===== config.mk =====
export PLATFORM = sky130hd
export DESIGN_NAME = netctl_csr
export DESIGN_NICKNAME = d
export VERILOG_FILES = /design/src/rtl/netctl_csr.sv
export SDC_FILE = /design/constraint.sdc
export NUM_CORES = 1
export LEC_CHECK = 0
export BUFFER_PORTS_ARGS = -buffer_cell sky130_fd_sc_hd__buf_2
export CAP_MARGIN = 30
export CORE_MARGIN = 3
export CORE_UTILIZATION = 35
export CTS_CLUSTER_DIAMETER = 200
export DETAILED_ROUTE_END_ITERATION = 6
export PLACE_DENSITY = 0.78
export SLEW_MARGIN = 20
export SYNTH_ARGS = -nofsm -noshare
export SYNTH_HDL_FRONTEND = slang
export SYNTH_SLANG_ARGS = --single-unit

===== constraint.sdc =====
create_clock -name clk -period 1.4 [get_ports clk]
set_clock_uncertainty 0.05 [all_clocks]
set_input_delay 0.21 -clock clk [delete_from_list [all_inputs] [get_ports clk]]
set_output_delay 0.21 -clock clk [all_outputs]
set_load 0.01 [all_outputs]

===== src/rtl/netctl_csr.sv =====
module netctl_csr #(
  parameter int NIRQ = 8
) (
  input  logic            clk,
  input  logic            rst_n,
  input  logic            soft_rst,
  input  logic            wr_en,
  input  logic [7:0]      wr_data,
  input  logic            init_done,
  input  logic            txd_fetched,
  input  logic            tx_underflow,
  input  logic            uflo_keep_tx,
  input  logic            rx_disable,
  input  logic            tx_disable,
  input  logic            poll_tick,
  input  logic [NIRQ-1:0] irq_flags,
  input  logic [NIRQ-1:0] irq_mask,
  input  logic            irq_force,
  output logic [7:0]      csr_rd,
  output logic            rx_en,
  output logic            tx_en,
  output logic            dma_en,
  output logic            init_req,
  output logic            txring_req,
  output logic            irq_n
);

  logic stop_q, start_q, init_q, tdmd_q, rx_on_q, tx_on_q, ie_q;
  logic arm_q, busy_q, init_req_q;

  wire stop_cmd = soft_rst | (wr_en & wr_data[2]);
  wire wr_init  = wr_en & wr_data[0];
  wire wr_start = wr_en & wr_data[1];
  wire wr_tdmd  = wr_en & wr_data[3];
  wire new_init = wr_init & ~init_q;
  wire release_en = arm_q & ~busy_q;
  wire intr = |(irq_flags & ~irq_mask);

  always_ff @(posedge clk or negedge rst_n) begin
    if (!rst_n) begin
      stop_q <= 1'b1;
      {start_q, init_q, tdmd_q, rx_on_q, tx_on_q, ie_q} <= '0;
      {arm_q, busy_q, init_req_q} <= '0;
    end else if (stop_cmd) begin
      stop_q <= 1'b1;
      {start_q, init_q, tdmd_q, rx_on_q, tx_on_q, ie_q} <= '0;
      {arm_q, busy_q, init_req_q} <= '0;
    end else begin
      if (wr_init || wr_start) stop_q <= 1'b0;
      if (wr_init) init_q <= 1'b1;
      if (wr_start) start_q <= 1'b1;
      if (wr_en) ie_q <= wr_data[6];
      init_req_q <= new_init;
      busy_q <= new_init | (busy_q & ~init_done);
      if (wr_start && !start_q) arm_q <= 1'b1;
      else if (release_en) arm_q <= 1'b0;
      if (release_en) rx_on_q <= ~rx_disable;
      if (tx_underflow && !uflo_keep_tx) tx_on_q <= 1'b0;
      else if (release_en) tx_on_q <= ~tx_disable;
      tdmd_q <= (tdmd_q | wr_tdmd) & tx_on_q & ~txd_fetched;
    end
  end

  assign csr_rd     = {intr, ie_q, rx_on_q, tx_on_q, tdmd_q, stop_q, start_q, init_q};
  assign rx_en      = rx_on_q;
  assign tx_en      = tx_on_q;
  assign dma_en     = ~stop_q;
  assign init_req   = init_req_q;
  assign txring_req = tdmd_q | (poll_tick & tx_on_q);
  assign irq_n      = ~((ie_q & intr) | irq_force);

  a_r2_stop_wins: assert property (@(posedge clk) disable iff (!rst_n)
    (wr_en && wr_data[2]) |=> (stop_q && !start_q && !init_q && !ie_q));

  a_r3_start_clears_stop: assert property (@(posedge clk) disable iff (!rst_n)
    (wr_en && wr_data[1] && !wr_data[2] && !soft_rst) |=> (start_q && !stop_q));

  a_r4_quiet_when_stopped: assert property (@(posedge clk) disable iff (!rst_n)
    stop_q |-> (!rx_on_q && !tx_on_q && !tdmd_q));

  a_r6_init_pulse: assert property (@(posedge clk) disable iff (!rst_n)
    init_req_q |=> !init_req_q);

  a_r8_tdmd_needs_tx: assert property (@(posedge clk) disable iff (!rst_n)
    !tx_on_q |=> !tdmd_q);

  a_r13_soft_stops: assert property (@(posedge clk) disable iff (!rst_n)
    soft_rst |=> (stop_q && !start_q && !rx_on_q && !tx_on_q));

endmodule


=== After elaboration in Yosys (flattened, before gate mapping) ===
Cells that the tools add are included.

* Bits in registers: 10
* Bits in latches: 0
* RAM bits: 0
* Bits in read-only memories: 0
* Output and inout port bits: 14
* Memories kept: 0

* Add/sub/neg operators: 0
* Multipliers: 0
* Div/mod/pow operators: 0
* $lt $le $gt $ge: 0
* Equal/unequal tests: 0
* Shift-type cells: 0
* Muxes and demuxes: 19
* Bitwise operators: 26
* Reduce and logical (&&, ||, !) cells: 13

{| class="wikitable"
|+ Operator list
! kind !! count
|-
| $mux W1 || 19
|-
| $and A1 B1 Y1 || 11
|-
| $reduce_bool A2 Y1 || 5
|-
| $and A8 B8 Y8 || 1
|-
| $not A1 Y1 || 8
|-
| $not A8 Y8 || 1
|-
| $reduce_or A8 Y1 || 1
|-
| $reduce_bool A3 Y1 || 2
|-
| $or A1 B1 Y1 || 5
|-
| $logic_and A1 B1 Y1 || 2
|-
| $logic_not A1 Y1 || 2
|-
| $logic_or A1 B1 Y1 || 1
|}

=== Longest topological paths before layout ===
* Depth after elaboration: 6
* Depth in mapped cells: 5
* Gate-level depth less buffers: 4

=== Worst setup path before layout ===
Ideal clock, no wire load.

* Kind: input -> output
* From: input irq_flags[1]
* To: output irq_n
* Arrival time: 1,037 ps
* Setup slack: 103 ps
* Cell stages on the path: 4
* Cells stage by stage: inv_1 o22ai_1 or4_4 a21oi_2

* Longest elaborated chain between the ends: 5

{| class="wikitable"
|+ Ends and longest elaborated chain
! what !! line !! source
|-
| from (decl) || 16 || <nowiki>input logic [NIRQ-1:0] irq_flags,</nowiki>
|-
| $and A8 B8 Y8 || 37 || <nowiki>wire intr = |(irq_flags & ~irq_mask);</nowiki>
|-
| $reduce_or A8 Y1 || 37 ||
|-
| named net intr || 37 ||
|-
| $and A1 B1 Y1 || 70 || <nowiki>assign irq_n = ~((ie_q & intr) | irq_force);</nowiki>
|-
| $or A1 B1 Y1 || 70 ||
|-
| $not A1 Y1 || 70 ||
|-
| to (decl) || 25 || <nowiki>output logic irq_n</nowiki>
|}

The timed path passes the listed nets, and every way through them passes these cells.

=== Worst setup path after layout ===
* From: input irq_flags[3]
* To: output irq_n

* Longest elaborated chain between the ends: 5

{| class="wikitable"
|+ Ends and longest elaborated chain
! what !! line
|-
| $and A8 B8 Y8 || 37
|-
| $reduce_or A8 Y1 || 37
|-
| $and A1 B1 Y1 || 70
|-
| $or A1 B1 Y1 || 70
|-
| $not A1 Y1 || 70
|}

Every way passes these cells.

==> run summary <==
Hold Crit Start: txd_fetched
vias in the first global route: 568
htree depth: 1
FF-to-FF End: tx_en
Rel. slew slack: 77.72%
die width: 45.84 um
DR WL/cell: 11.64 um
Slew Viols, Final: 0
Hold Path Class: in2reg
Die Span Y: 45.84 um
Synth Instances: 63
Area Overhead vs Synth: 46.40%
failing checks: setup timing
Antenna diodes: 0
VDD IR-drop max: 0.0004021 V
kind of critical path: in2out
TritonRoute pass-1 iters: 3
Arr. time, crit path: 1200 ps
RSZ-0062 raised after global routing: yes
Final Cell Area: 813.3 um^2
Final WS setup: -56.43 ps
count of different cell masters after synthesis: 20
clk buf depth: 2
status: complete, but fails checks
fmax: 686.6 MHz
Post-CTS Setup Bufs: 0
Worst Tran Pin Value: 334.1 ps
fin crit share: 104.0%
hold path endpoint: tdmd_q
post-synthesis cell type with the largest combined area: dfrtp_1
largest net degree at the start of global routing: 11
register area share after synthesis: 45.27%
Fin. Hold Viols: 0
Yosys Warn Count: 0
syn avg cell area: 8.818 um^2
core area: 1399 um^2
cell count of the worst hold path: 2
GRT Util Overall: 14.63%
layout cell share with drive strength beyond 1: 57.69%
post-layout net count: 141
placed insts: 114
CTS buffer count: 3
Antenna Violating Nets Remaining: 0
top cells by area, synth: dfrtp_1, buf_4, a21oi_1
CP Max Fanout: 2
TritonCTS clock tree: yes
initial antenna violation count: 0
# port buffers: 46
gpl congestion: 0.7278
die area: 2101 um^2
DP Wirelength: 1108 um
global route overflow: 0
clk_lat worst skew: 260 ps
Reg clk slew, reported paths: 70 ps
initial cell density of the core: 39.71%
fin crit period: 1456 ps
pwr/cell area: 861.4 nW/um^2
clock sink count: 10
crit end category: output pin
via count: 583
Max Cap Violations: 0
CTS Root Buffer Type: clkbuf_4
Area after DPL: 735.7 um^2
Yosys reg bits: 10
number of vias per cell: 4.899
initial drt markers: 3
Worst R2R Setup Slack: 380 ps
fin cells: 119
num rows: 13
CP Launch Type: primary input
CP required: 1140 ps
worst r2r src: busy_q
final setup violation count: 1
Cell Area, Synth: 555.5 um^2
first-pass GRT wire length: 2270 um
share of the synthesized area in the top cell type: 40.54%
# DRC: 0
Ports: 50
TNS Setup: -56.43 ps
synthesized net count: 99
drt total wl: 1385 um
reg2reg path depth: 4
LEAKAGE: 0.4841 nW
## cells in the final DEF, fill, tap and decap left out, types with 2 or more instances in the layout
cell type  count
nand2b_1       2
o22ai_1        2
buf_2         43
buf_6          3
a21o_1         3
clkbuf_4       3
a21oi_1        7
dfrtp_1        9
inv_2          4
inv_1          5
o22ai_2        2
nor2_1         9
## worst max-delay path, cell delays in order
cell     delay, ps
buf_6           90
inv_2           40
o22ai_2         60
or4_4          540
a21oi_2        130
buf_2          140
## cell type report
cell class | count | area (um^2)
flip-flops and latches | 10 | 251.5
repair buffers | 47 | 259.0
multi-input cells | 34 | 214.0
clock buffers | 4 | 36.28
well taps | 15 | 18.77
inverters | 9 | 33.78
fillers | 132 | 585.6
## synth_stat cells, drive strengths merged
cell type  n
o22ai      4
nand3b     1
o21ai      1
mux2i      1
dfstp      1
dfrtp      9
inv        9
buf        9
nand2b     2
nand2      1
a21oi      8
nor4b      1
nor2b      1
or4        1
nor3       1
a21o       3
nor2       9
clkbuf     1
## worst max path at each step
stage,from,to,slack (ps)
6_report,irq_flags[3],irq_n,-60
5_1_grt,irq_flags[7],irq_n,-90
4_1_cts,irq_flags[3],irq_n,-60
3_5_place_dp,irq_flags[6],irq_n,-110
3_3_place_gp,irq_flags[1],irq_n,-80
2_1_floorplan,irq_flags[1],irq_n,100
## metrics by stage
stage,hold slack (ps),setup slack [ps],total power [mW],utilization [%]
floorplan,-135.6,102.5,0.3783,-
global placement,24.89,-84.57,0.4329,52.59
detailed placement,34.51,-107.7,0.4371,52.59
CTS,58.93,-64.27,0.7075,57.69
global route,59.21,-85.77,0.7352,58.14
finish,57.13,-56.43,0.7006,58.14
## registers in the layout, indices dropped and copies added (netlist names)
| signal | cells |
|---|---|
| rx_en | 1 |
| init_q | 1 |
| start_q | 1 |
| arm_q | 1 |
| tx_en | 1 |
| stop_q | 1 |
| tdmd_q | 1 |
| ie_q | 1 |
| init_req | 1 |
| busy_q | 1 |
## cell families (layout without fill, tap and decap cells)
| group | after synthesis | count (layout) | share of synthesized area (%) |
|---|---|---|---|
| AOI/OAI and AO/OA | 16 | 16 | 17.34 |
| buffers and inverters | 19 | 60 | 18.47 |
| DFF | 10 | 10 | 45.27 |
| muxes | 1 | 1 | 1.802 |
| and+or+nand+nor | 17 | 17 | 17.12 |
## where the power goes
| part | switching, mW | internal [mW] | total, mW |
|---|---|---|---|
| combinational | 0.0624 | 0.0730 | 0.135 |
| sequential | 0.00710 | 0.301 | 0.308 |
| clock | 0.0994 | 0.158 | 0.257 |
## timing repair
action | in CTS | in global routing
gates resized for setup | 8 | 1
endpoints found under the hold margin | 10 | 0
endpoints found under the setup margin | 1 | 1
hold buffers | 1 | 0
pin swaps | 4 | 1
## metal layers
layer | vias up | GRT usage, % | part of all wire [%]
li1 | 284 | - | -
met1 | 263 | 17.31 | 37
met2 | 36 | 26.65 | 53
met3 | 0 | 2.767 | 11
met4 | 0 | 3.409 | 0
met5 | - | 0 | 0
No activity file was read; power rests on OpenSTA's default activity.
